<file path="config.mk">
export PLATFORM = sky130hd
export DESIGN_NAME = patgen_top
export DESIGN_NICKNAME = d
export VERILOG_FILES = /design/src/rtl/patgen_pkg.sv /design/src/rtl/patgen_debounce.sv /design/src/rtl/patgen_ctrl.sv /design/src/rtl/patgen_datapath.sv /design/src/rtl/patgen_top.sv
export SDC_FILE = /design/constraint.sdc
export NUM_CORES = 1
export LEC_CHECK = 0
export ABC_AREA = 1
export BUFFER_PORTS_ARGS = -buffer_cell sky130_fd_sc_hd__buf_2
export CAP_MARGIN = 20
export CORE_MARGIN = 1
export CORE_UTILIZATION = 54
export CTS_CLUSTER_DIAMETER = 40
export DETAILED_ROUTE_END_ITERATION = 8
export PLACE_DENSITY = 0.77
export RECOVER_POWER = 25
export SETUP_SLACK_MARGIN = 0.2
export SLEW_MARGIN = 15
export SYNTH_ARGS = -nofsm -noshare
export SYNTH_HDL_FRONTEND = slang
export SYNTH_HIERARCHICAL = 1
export SYNTH_SLANG_ARGS = --single-unit
export TNS_END_PERCENT = 50
</file>
<file path="constraint.sdc">
create_clock -name clk -period 6.15 [get_ports clk]
set_clock_uncertainty 0.05 [all_clocks]
set_input_delay 0.9225 -clock clk [delete_from_list [all_inputs] [get_ports clk]]
set_output_delay 0.9225 -clock clk [all_outputs]
set_load 0.03 [all_outputs]
</file>
<file path="src/rtl/patgen_pkg.sv">
package patgen_pkg;

  typedef enum logic [2:0] {
    PAT_VBARS    = 3'd0,
    PAT_HSTRIPES = 3'd1,
    PAT_SCROLL   = 3'd2,
    PAT_CHECKER  = 3'd3,
    PAT_BLUE     = 3'd4,
    PAT_GRADIENT = 3'd5,
    PAT_BORDER   = 3'd6
  } patSel_e;

  // Raster strobes handed from control to datapath
  typedef struct packed {
    logic active;
    logic hSyncOn;
    logic vSyncOn;
  } rasterFlags_t;

  function automatic logic [23:0] barColor(input logic [2:0] idx);
    case (idx)
      3'd0:    return 24'hFFFFFF;
      3'd1:    return 24'hFFFF00;
      3'd2:    return 24'h00FFFF;
      3'd3:    return 24'h00FF00;
      3'd4:    return 24'hFF00FF;
      3'd5:    return 24'hFF0000;
      3'd6:    return 24'h0000FF;
      default: return 24'h000000;
    endcase
  endfunction

  function automatic patSel_e nextPattern(input patSel_e cur);
    logic [2:0] inc;
    inc = cur + 3'd1;
    return (cur == PAT_BORDER) ? PAT_VBARS : patSel_e'(inc);
  endfunction

endpackage

</file>
<file path="src/rtl/patgen_debounce.sv">
module patgen_debounce #(
  parameter int DB_CYCLES = 1485000
) (
  input  logic clk,
  input  logic rstN,
  input  logic btnN,
  output logic press
);
  localparam int CNT_W = $clog2(DB_CYCLES + 1);

  logic             syncA, syncB;
  logic             stableLvl, stablePrev;
  logic [CNT_W-1:0] holdCnt;

  always_ff @(posedge clk or negedge rstN) begin
    if (!rstN) begin
      syncA      <= 1'b1;
      syncB      <= 1'b1;
      stableLvl  <= 1'b1;
      stablePrev <= 1'b1;
      holdCnt    <= '0;
    end else begin
      syncA      <= btnN;
      syncB      <= syncA;
      stablePrev <= stableLvl;
      if (syncB != stableLvl) begin
        if (holdCnt == CNT_W'(DB_CYCLES - 1)) begin
          stableLvl <= syncB;
          holdCnt   <= '0;
        end else begin
          holdCnt <= holdCnt + 1'b1;
        end
      end else begin
        holdCnt <= '0;
      end
    end
  end

  // Press = falling edge of the filtered level
  assign press = stablePrev & ~stableLvl;

  // filtered level only ever moves to the synchronised input level
  p_filter_follows_r12: assert property (@(posedge clk) disable iff (!rstN)
    !$stable(stableLvl) |-> (stableLvl == $past(syncB)));

  // a press is a single-cycle strobe
  p_press_single_r11: assert property (@(posedge clk) disable iff (!rstN)
    press |=> !press);

endmodule

</file>
<file path="src/rtl/patgen_ctrl.sv">
module patgen_ctrl
  import patgen_pkg::*;
#(
  parameter int H_ACTIVE = 1920,
  parameter int H_FP     = 88,
  parameter int H_SYNC   = 44,
  parameter int H_BP     = 148,
  parameter int V_ACTIVE = 1080,
  parameter int V_FP     = 4,
  parameter int V_SYNC   = 5,
  parameter int V_BP     = 36,
  parameter int POS_W    = 12
) (
  input  logic             clk,
  input  logic             rstN,
  input  logic             press,
  output logic [POS_W-1:0] hPos,
  output logic [POS_W-1:0] vPos,
  output rasterFlags_t     flags,
  output patSel_e          pattern,
  output logic [7:0]       scroll
);
  localparam int H_TOTAL  = H_ACTIVE + H_FP + H_SYNC + H_BP;
  localparam int V_TOTAL  = V_ACTIVE + V_FP + V_SYNC + V_BP;
  localparam int HS_START = H_ACTIVE + H_FP;
  localparam int HS_END   = HS_START + H_SYNC;
  localparam int VS_START = V_ACTIVE + V_FP;
  localparam int VS_END   = VS_START + V_SYNC;

  logic [POS_W-1:0] hCount, vCount;
  logic             lastH, lastV, frameEnd;
  patSel_e          pendSel, pendNext, activeSel;

  assign lastH    = (hCount == POS_W'(H_TOTAL - 1));
  assign lastV    = (vCount == POS_W'(V_TOTAL - 1));
  assign frameEnd = lastH && lastV;

  always_ff @(posedge clk or negedge rstN) begin
    if (!rstN) begin
      hCount <= '0;
      vCount <= '0;
    end else if (lastH) begin
      hCount <= '0;
      vCount <= lastV ? '0 : vCount + 1'b1;
    end else begin
      hCount <= hCount + 1'b1;
    end
  end

  always_comb begin
    flags.active  = (hCount < POS_W'(H_ACTIVE)) && (vCount < POS_W'(V_ACTIVE));
    flags.hSyncOn = (hCount >= POS_W'(HS_START)) && (hCount < POS_W'(HS_END));
    flags.vSyncOn = (vCount >= POS_W'(VS_START)) && (vCount < POS_W'(VS_END));
  end

  assign pendNext = press ? nextPattern(pendSel) : pendSel;

  always_ff @(posedge clk or negedge rstN) begin
    if (!rstN) begin
      pendSel   <= PAT_VBARS;
      activeSel <= PAT_VBARS;
      scroll    <= '0;
    end else begin
      pendSel <= pendNext;
      if (frameEnd) activeSel <= pendNext;
      if (lastH && vCount == POS_W'(VS_START - 1)) scroll <= scroll + 8'd1;
    end
  end

  assign hPos    = hCount;
  assign vPos    = vCount;
  assign pattern = activeSel;

  // raster counters stay inside the frame
  p_count_range_r2: assert property (@(posedge clk) disable iff (!rstN)
    (hCount < POS_W'(H_TOTAL)) && (vCount < POS_W'(V_TOTAL)));

  // the image in use changes only right after the last clock of a frame
  p_frame_only_r13: assert property (@(posedge clk) disable iff (!rstN)
    (activeSel != $past(activeSel)) |->
      ($past(hCount) == POS_W'(H_TOTAL - 1) && $past(vCount) == POS_W'(V_TOTAL - 1)));

  // selection never leaves the seven valid images
  p_sel_range_r11: assert property (@(posedge clk) disable iff (!rstN)
    (pendSel <= PAT_BORDER) && (activeSel <= PAT_BORDER));

  // scroll offset moves only as vertical sync begins
  p_scroll_at_vsync_r7: assert property (@(posedge clk) disable iff (!rstN)
    !$stable(scroll) |-> (flags.vSyncOn && hCount == '0 && vCount == POS_W'(VS_START)));

endmodule

</file>
<file path="src/rtl/patgen_datapath.sv">
module patgen_datapath
  import patgen_pkg::*;
#(
  parameter int H_ACTIVE         = 1920,
  parameter int V_ACTIVE         = 1080,
  parameter int POS_W            = 12,
  parameter int CHECK_LOG2       = 6,
  parameter bit SYNC_ACTIVE_HIGH = 1'b1
) (
  input  logic             clk,
  input  logic             rstN,
  input  logic [POS_W-1:0] hPos,
  input  logic [POS_W-1:0] vPos,
  input  rasterFlags_t     flags,
  input  patSel_e          pattern,
  input  logic [7:0]       scroll,
  output logic             hSync,
  output logic             vSync,
  output logic             dataEn,
  output logic [23:0]      pixel
);
  localparam logic SYNC_ON = SYNC_ACTIVE_HIGH;

  logic [6:0]  hGe, vGe;
  logic [2:0]  hRegion, vRegion;
  logic [7:0]  gray;
  logic        onBorder, checkBit;
  logic [23:0] colorNext;

  // Region boundaries at ceil(i*ACTIVE/8)
  for (genvar i = 1; i < 8; i++) begin : g_bound
    localparam int HB = (i * H_ACTIVE + 7) / 8;
    localparam int VB = (i * V_ACTIVE + 7) / 8;
    assign hGe[i-1] = (hPos >= POS_W'(HB));
    assign vGe[i-1] = (vPos >= POS_W'(VB));
  end

  always_comb begin
    hRegion = '0;
    vRegion = '0;
    for (int k = 0; k < 7; k++) begin
      hRegion = hRegion + {2'b00, hGe[k]};
      vRegion = vRegion + {2'b00, vGe[k]};
    end
  end

  assign gray     = hPos[7:0] + scroll;
  assign checkBit = hPos[CHECK_LOG2] ^ vPos[CHECK_LOG2];
  assign onBorder = (hPos == '0) || (hPos == POS_W'(H_ACTIVE - 1)) ||
                    (vPos == '0) || (vPos == POS_W'(V_ACTIVE - 1));

  always_comb begin
    case (pattern)
      PAT_VBARS:    colorNext = barColor(hRegion);
      PAT_HSTRIPES: colorNext = barColor(vRegion);
      PAT_SCROLL:   colorNext = {gray, gray, gray};
      PAT_CHECKER:  colorNext = checkBit ? 24'h000000 : 24'hFFFFFF;
      PAT_BLUE:     colorNext = 24'h0000FF;
      PAT_GRADIENT: colorNext = {hPos[7:0], vPos[7:0], ~hPos[7:0]};
      PAT_BORDER:   colorNext = onBorder ? 24'hFFFFFF : 24'h000000;
      default:      colorNext = 24'h000000;
    endcase
  end

  always_ff @(posedge clk or negedge rstN) begin
    if (!rstN) begin
      dataEn <= 1'b0;
      pixel  <= '0;
      hSync  <= ~SYNC_ON;
      vSync  <= ~SYNC_ON;
    end else begin
      dataEn <= flags.active;
      pixel  <= flags.active ? colorNext : 24'h000000;
      hSync  <= flags.hSyncOn ? SYNC_ON : ~SYNC_ON;
      vSync  <= flags.vSyncOn ? SYNC_ON : ~SYNC_ON;
    end
  end

  // blanked pixels are black
  p_blank_zero_r4: assert property (@(posedge clk) disable iff (!rstN)
    !dataEn |-> (pixel == 24'h0));

  // horizontal and vertical sync never overlap visible data
  p_de_sync_excl_r3: assert property (@(posedge clk) disable iff (!rstN)
    dataEn |-> (hSync != SYNC_ON && vSync != SYNC_ON));

endmodule

</file>
<file path="src/rtl/patgen_top.sv">
module patgen_top
  import patgen_pkg::*;
#(
  parameter int H_ACTIVE         = 1920,
  parameter int H_FP             = 88,
  parameter int H_SYNC           = 44,
  parameter int H_BP             = 148,
  parameter int V_ACTIVE         = 1080,
  parameter int V_FP             = 4,
  parameter int V_SYNC           = 5,
  parameter int V_BP             = 36,
  parameter int POS_W            = 12,
  parameter int CHECK_LOG2       = 6,
  parameter bit SYNC_ACTIVE_HIGH = 1'b1,
  parameter int DB_CYCLES        = 1485000
) (
  input  logic        clk,
  input  logic        rstN,
  input  logic        btnN,
  output logic        hSync,
  output logic        vSync,
  output logic        dataEn,
  output logic [23:0] pixel
);
  logic             press;
  logic [POS_W-1:0] hPos, vPos;
  rasterFlags_t     flags;
  patSel_e          pattern;
  logic [7:0]       scroll;

  patgen_debounce #(.DB_CYCLES(DB_CYCLES)) i_debounce (
    .clk(clk), .rstN(rstN), .btnN(btnN), .press(press)
  );

  patgen_ctrl #(
    .H_ACTIVE(H_ACTIVE), .H_FP(H_FP), .H_SYNC(H_SYNC), .H_BP(H_BP),
    .V_ACTIVE(V_ACTIVE), .V_FP(V_FP), .V_SYNC(V_SYNC), .V_BP(V_BP),
    .POS_W(POS_W)
  ) i_ctrl (
    .clk(clk), .rstN(rstN), .press(press), .hPos(hPos), .vPos(vPos),
    .flags(flags), .pattern(pattern), .scroll(scroll)
  );

  patgen_datapath #(
    .H_ACTIVE(H_ACTIVE), .V_ACTIVE(V_ACTIVE), .POS_W(POS_W),
    .CHECK_LOG2(CHECK_LOG2), .SYNC_ACTIVE_HIGH(SYNC_ACTIVE_HIGH)
  ) i_datapath (
    .clk(clk), .rstN(rstN), .hPos(hPos), .vPos(vPos), .flags(flags),
    .pattern(pattern), .scroll(scroll), .hSync(hSync), .vSync(vSync),
    .dataEn(dataEn), .pixel(pixel)
  );

endmodule

</file>
==> results of run 1 <==
## area by class of cell
cell class	count	area, um2	area share
multi-input cells	639	3284	0.4876
repair buffers	30	151.4	0.02248
flip-flops and latches	90	2257	0.3351
well taps	140	175.2	0.02601
clock buffers	9	225.2	0.03344
inverters	149	559.3	0.08304
clock inverters	7	82.58	0.01226
## layer usage
layer / wire length, um / vias to the layer above / GRT usage
met2: 6492 / 176 / 0.4178
met5: 0 / - / 0
met3: 797 / 22 / 0.03646
met1: 6802 / 2580 / 0.3606
li1: - / 2835 / -
met4: 248 / 0 / 0.1023
## registers in the layout, summed over array words and instances, names as in the netlist
name and flops:
i_datapath/hSync 1, i_datapath/dataEn 1, i_ctrl/vPos 12, i_ctrl/pattern 3
i_debounce/syncB 1, i_debounce/syncA 1, i_debounce/stablePrev 1, i_debounce/stableLvl 1
i_ctrl/hPos 12, i_debounce/holdCnt 21, i_ctrl/scroll 8, i_datapath/vSync 1
i_datapath/pixel 24, i_ctrl/pendSel 3
## kinds of logic (layout without fill, tap and decap cells)
kind of cell	count (synthesis)	after routing	synth area share
adders and majority gates	22	22	0.05548
DFF	90	90	0.3653
buffers and inverters	158	195	0.1033
and+or+nand+nor	531	531	0.3851
AOI/OAI and AO/OA	67	67	0.06398
xor gates and xnor gates	19	19	0.02693
## report_power, final
part | leakage [nW] | switching, W | internal, W
logic | 2.06 | 0.0000163 | 0.00000293
registers | 1.10 | 0.00000143 | 0.000594
clock network | 0.145 | 0.000252 | 0.000322
total | 3.30 | 0.000270 | 0.000919
## how the worst max path moves through the flow
| stage | to | slack, ns | depth (start not counted) |
|---|---|---|---|
| 2_1_floorplan | i_datapath/pixel[18]$_DFF_PN0_ | 2.47 | 16 |
| 3_3_place_gp | i_datapath/pixel[18]$_DFF_PN0_ | 2.15 | 17 |
| 4_1_cts | i_datapath/pixel[18]$_DFF_PN0_ | 2.09 | 16 |
| 6_report | i_datapath/pixel[18]$_DFF_PN0_ | 2.05 | 16 |
| 5_1_grt | i_datapath/pixel[8]$_DFF_PN0_ | 1.82 | 17 |
| 3_5_place_dp | i_datapath/pixel[21]$_DFF_PN0_ | 2.12 | 17 |
## Yosys cell counts (all sizes together), types with 7 or more instances
library cell    n  area share
nand2         229        0.15
nor2          163        0.12
inv           149       0.091
nand3         104       0.091
dfrtp          86        0.35
a21oi          28       0.024
o21ai          23       0.020
nor3           16       0.014
xor2           15       0.021
ha             13       0.026
buf             9       0.013
fa              9       0.029
nand4           7      0.0071
## per-stage QoR
step            power, W  setup slack, ns  instance area (um2)  std cells
6_report        0.001189            2.054                 6735       1064
4_1_cts         0.001206            2.085                 6739       1064
2_1_floorplan  0.0006128            2.468                 6180        887
5_1_grt         0.001231            1.816                 6735       1064
3_3_place_gp   0.0006277            2.154                 6431       1048
3_5_place_dp   0.0006280            2.119                 6431       1048
==> out/metrics.yaml, run 1 <==
cts_tree: "built"
cts_sinks: 90
fin_crit_ns: 4.096
fp-row-count: 38
numCtsBuffers: 9
antenna_found_initial: 0
crit_start: "i_ctrl/vPos[6]$_DFFE_PN0N_"
finalMaxSlewViolations: 40
critical_path_class: "reg -> reg"
leakage_nw: 3.298
gp_congestion: 0.9131
die_area_mm2: 0.01188
crit_required_ns: 6.39
hold_end: "i_debounce/syncB$_DFF_PN1_"
clk_pin_slew_worst_paths_ns: 0.07
boundaryPins: 30
crit_buf_inv: 4
drc_errors: 0
max-clock-path-buffers: 2
cap_violations: 1
ctsResizeCount: 0
rsz0062_at_grt: "no"
dp_hpwl_um: 10450
ys_warn_count: 6
avgSynthCellArea_um2: 6.967
reg2reg_from: "i_ctrl/vPos[6]$_DFFE_PN0N_"
hold_start: "i_debounce/syncA$_DFF_PN1_"
clk_latency_ns: 0.35
cp_slowest_cell: "fa_1"
start_kind: "register"
die_w_um: 109.0
wirelength_um: 14340
worstPathCellList: "inv_1 > nand2_1 > nor3_1 > a21oi_1 > nor3_1 > fa_1 > fa_1 > inv_1 > fa_1 > fa_1 > or2_1 > nand2_1 > inv_1 > nand3_1 > nand2_1 > inv_1"
cpLargestDelayFamily: "adder cells"
grt_pass1_wl_um: 23810
cp.arrival_ns: 4.33
core_area_mm2: 0.01098
synth_cell_types: 46
postLayoutCoreUtil: 0.6132
drive_gt1_frac: 0.1093
post_cts_buffers: 0
vias: 5613
cts-root-buf: "clkbuf_16"
r2r_setup_slack_ns: 2.05
ys_seq_elements: 90
whs_path_depth: 0
period_share: 0.6661
r2r_cells: 16
synthArstFlopShare: 1.000
grt_remaining_overflow: 0
syn_inst: 887
start_util: 0.5627
nets: 944
n_antenna_cell: 0
violations: "max-capacitance violations, max-slew violations"
ys_seq_area_frac: 0.3653
firstDrtPassIters: 5
final_cell_mix: "218 x nand2_1, 144 x nor2_1, 141 x inv_1"
r2r-end: "i_datapath/pixel[18]$_DFF_PN0_"
grt_max_degree: 53
hold_viol: 0
synth_edf_count: 0
final_common_cell: "nand2_1"
powerDensity_mw_per_mm2: 176.5
syn-cell-area_mm2: 0.006180
avgViaCountPerCell: 5.275
synthToLayoutAreaGrowth_pct: 8.990
fill_cells: 1020
cts_max_level: 3
setup_tns_ns: 0
synth_nets: 912
tightest_slew_ns: 2.114
critPathCaptureType: "register"
holdBufCountCts: 0
grt_pass1_vias: 4946
routedWlPerCell_um: 13.48
portBuffers: 29
drt_iter0_markers: 394
path_max_fanout: 11
hp-class: "reg -> reg"
crit_path_max_incr_delay_ns: 0.54
finalSetupViolations: 0
max_freq_mhz: 244.1
vdd_drop_max_uv: 158.9
fp.dieH_um: 109.0
slew-limit-headroom: -0.4090
antenna_left: 0
whs_ns: 0.3087
synth-main-ff-cell: "dfrtp_1"
grt_use_total: 0.2626
status: "finished with violations"
Note: power is estimated with default switching activity, not from simulation.
==> run 2: changes to the inputs <==
--- a/config.mk
+++ b/config.mk
@@ -12,7 +12,7 @@
 export CORE_UTILIZATION = 54
 export CTS_CLUSTER_DIAMETER = 40
 export DETAILED_ROUTE_END_ITERATION = 8
-export PLACE_DENSITY = 0.77
+export PLACE_DENSITY = 0.79
 export RECOVER_POWER = 25
 export SETUP_SLACK_MARGIN = 0.2
 export SLEW_MARGIN = 15
==> constraint.sdc (replaced) <==
create_clock -name clk -period 3.5 [get_ports clk]
set_clock_uncertainty 0.05 [all_clocks]
set_input_delay 0.525 -clock clk [delete_from_list [all_inputs] [get_ports clk]]
set_output_delay 0.525 -clock clk [all_outputs]
set_load 0.03 [all_outputs]
==> out/metrics.yaml, run 2 (same netlist as run 1, synthesis figures left out) <==
start_kind: "register"
worstPathCellList: "or2_4 > a311oi_4 > fa_1 > fa_1 > inv_2 > fa_2 > inv_2 > fa_1 > inv_2 > nor2_2 > nor2_4 > buf_6 > nand3_2 > nor2_2 > a21oi_2"
final_cell_mix: "214 x nand2_1, 132 x nor2_1, 131 x inv_1"
tightest_slew_ns: 2.621
finalInstanceArea_mm2: 0.007231
largest_reg_flops: 24
synthToLayoutAreaGrowth_pct: 17.01
regMostFlops: "i_datapath/pixel"
power_w: 0.002062
core_area_mm2: 0.01098
boundaryPins: 30
vdd_drop_max_uv: 182.8
reg2reg_from: "i_ctrl/hPos[10]$_DFF_PN0_"
cts-root-buf: "clkbuf_16"
hold_viol: 0
drc_errors: 0
hp-class: "in -> reg"
numCtsBuffers: 9
portBuffers: 29
wirelength_um: 14890
cp_slowest_cell: "fa_1"
hold_start: "btnN"
cts_tree: "built"
die_w_um: 109.0
slew-limit-headroom: -0.7474
fill_cells: 912
whs_ns: 0.2371
crit_buf_inv: 4
leakage_nw: 3.503
violations: "max-capacitance violations, max-slew violations, negative setup slack"
grt_pass1_wl_um: 24870
cts_sinks: 90
cap_violations: 1
n_antenna_cell: 0
firstDrtPassIters: 6
cpLargestDelayFamily: "adder cells"
start_util: 0.5627
drt_iter0_markers: 421
nets: 988
area.sequential_mm2: 0.002263
finalMaxSlewViolations: 49
postPlaceCellArea_mm2: 0.006783
grt_max_degree: 50
path_max_fanout: 5
multi_input_area_mm2: 0.003437
critical_path_class: "reg -> reg"
max_freq_mhz: 274.9
clk_latency_ns: 0.34
rsz0062_at_grt: "yes"
routedWlPerCell_um: 13.44
grt_remaining_overflow: 0
cts_max_level: 3
period_share: 1.039
crit_path_max_incr_delay_ns: 0.53
crit_start: "i_ctrl/hPos[10]$_DFF_PN0_"
cp.arrival_ns: 3.79
antenna_found_initial: 0
antenna_left: 0
grt_pass1_vias: 5331
die_area_mm2: 0.01188
max-clock-path-buffers: 2
fp-row-count: 38
reg_top3: "i_datapath/pixel (24), i_debounce/holdCnt (21)"
finalWorstSetupSlack_ns: -0.1373
vias: 5855
gp_congestion: 0.8908
fp.dieH_um: 109.0
dp_hpwl_um: 10710
status: "finished with violations"
pre_cts_slack_ns: -0.1477
postLayoutCoreUtil: 0.6584
drive_gt1_frac: 0.1963
powerDensity_mw_per_mm2: 285.2
fin_crit_ns: 3.637
crit_required_ns: 3.65
grt_use_total: 0.2683
critPathCaptureType: "register"
avgViaCountPerCell: 5.284
clk_pin_slew_worst_paths_ns: 0.06
finalSetupViolations: 12
final_common_cell: "nand2_1"
-- run 2: cell types whose count changed in the layout (fill, tap and decap cells not counted), moves of 4 or more --
cell,delta
nor2_1,-12
inv_2,+10
nor2_2,+9
dfrtp_2,+5
nand2_1,-4
inv_1,-10
buf_4,+42
dfrtp_1,-5
-- run 2: repair_timing --
| action | 4_1_cts | 5_1_grt |
|---|---|---|
| endpoints found under the setup margin | 24 | 24 |
| gates cloned | 0 | 0 |
| resized for setup | 12 | 28 |
| hold buffers | 0 | 0 |
| pin swaps | 16 | 29 |
| buffers inserted | 2 | 2 |
-- run 2: metrics by stage --
step,TNS (ns),std cells
2_1_floorplan,-0.02222,887
3_3_place_gp,-0.3818,1088
3_5_place_dp,-0.9902,1088
4_1_cts,-0.5968,1106
5_1_grt,-3.438,1108
6_report,-0.9312,1108
-- run 2: worst reg2reg max path, cell delays in order (launching register included) --
cell,delay (ns)
dfrtp_1,0.38
or2_4,0.29
a311oi_4,0.29
fa_1,0.46
fa_1,0.53
inv_2,0.04
fa_2,0.38
inv_2,0.06
fa_1,0.42
inv_2,0.07
nor2_2,0.04
nor2_4,0.12
buf_6,0.12
nand3_2,0.06
nor2_2,0.13
a21oi_2,0.07
-- run 2: layout make-up --
| cell class | count | share of cell area |
|---|---|---|
| Multi-Input combinational cell | 639 | 0.4753 |
| Sequential cell | 90 | 0.3130 |
| Inverter | 149 | 0.07735 |
| Timing Repair Buffer | 74 | 0.06887 |
| Clock buffer | 12 | 0.03409 |
| Tap cell | 140 | 0.02423 |
| Clock inverter | 4 | 0.007095 |
-- run 2: path summary, 6_finish.rpt --
path	depth (start not counted)	endpoint	slack (ns)
max reg2reg	15	i_datapath/pixel[20]$_DFF_PN0_	-0.14
max in group asynchronous	1	i_datapath/pixel[6]$_DFF_PN0_	0.96
min in group asynchronous	1	i_debounce/holdCnt[15]$_DFF_PN0_	0.95
max	15	i_datapath/pixel[20]$_DFF_PN0_	-0.14
min	1	i_debounce/syncA$_DFF_PN1_	0.24
min reg2reg	0	i_debounce/syncB$_DFF_PN1_	0.31
-- run 2: layer usage --
metal	GRT usage	vias up	routed length, um
met5	0	-	0
met1	0.3595	2655	6706
li1	-	2933	-
met3	0.04543	44	1018
met2	0.4272	223	6715
met4	0.1139	0	449
-- run 2: power breakdown --
part           total (W)  internal, W  switching [W]
clock network   0.000979     0.000574       0.000405
logic          0.0000358   0.00000702      0.0000288
registers        0.00105      0.00104     0.00000246
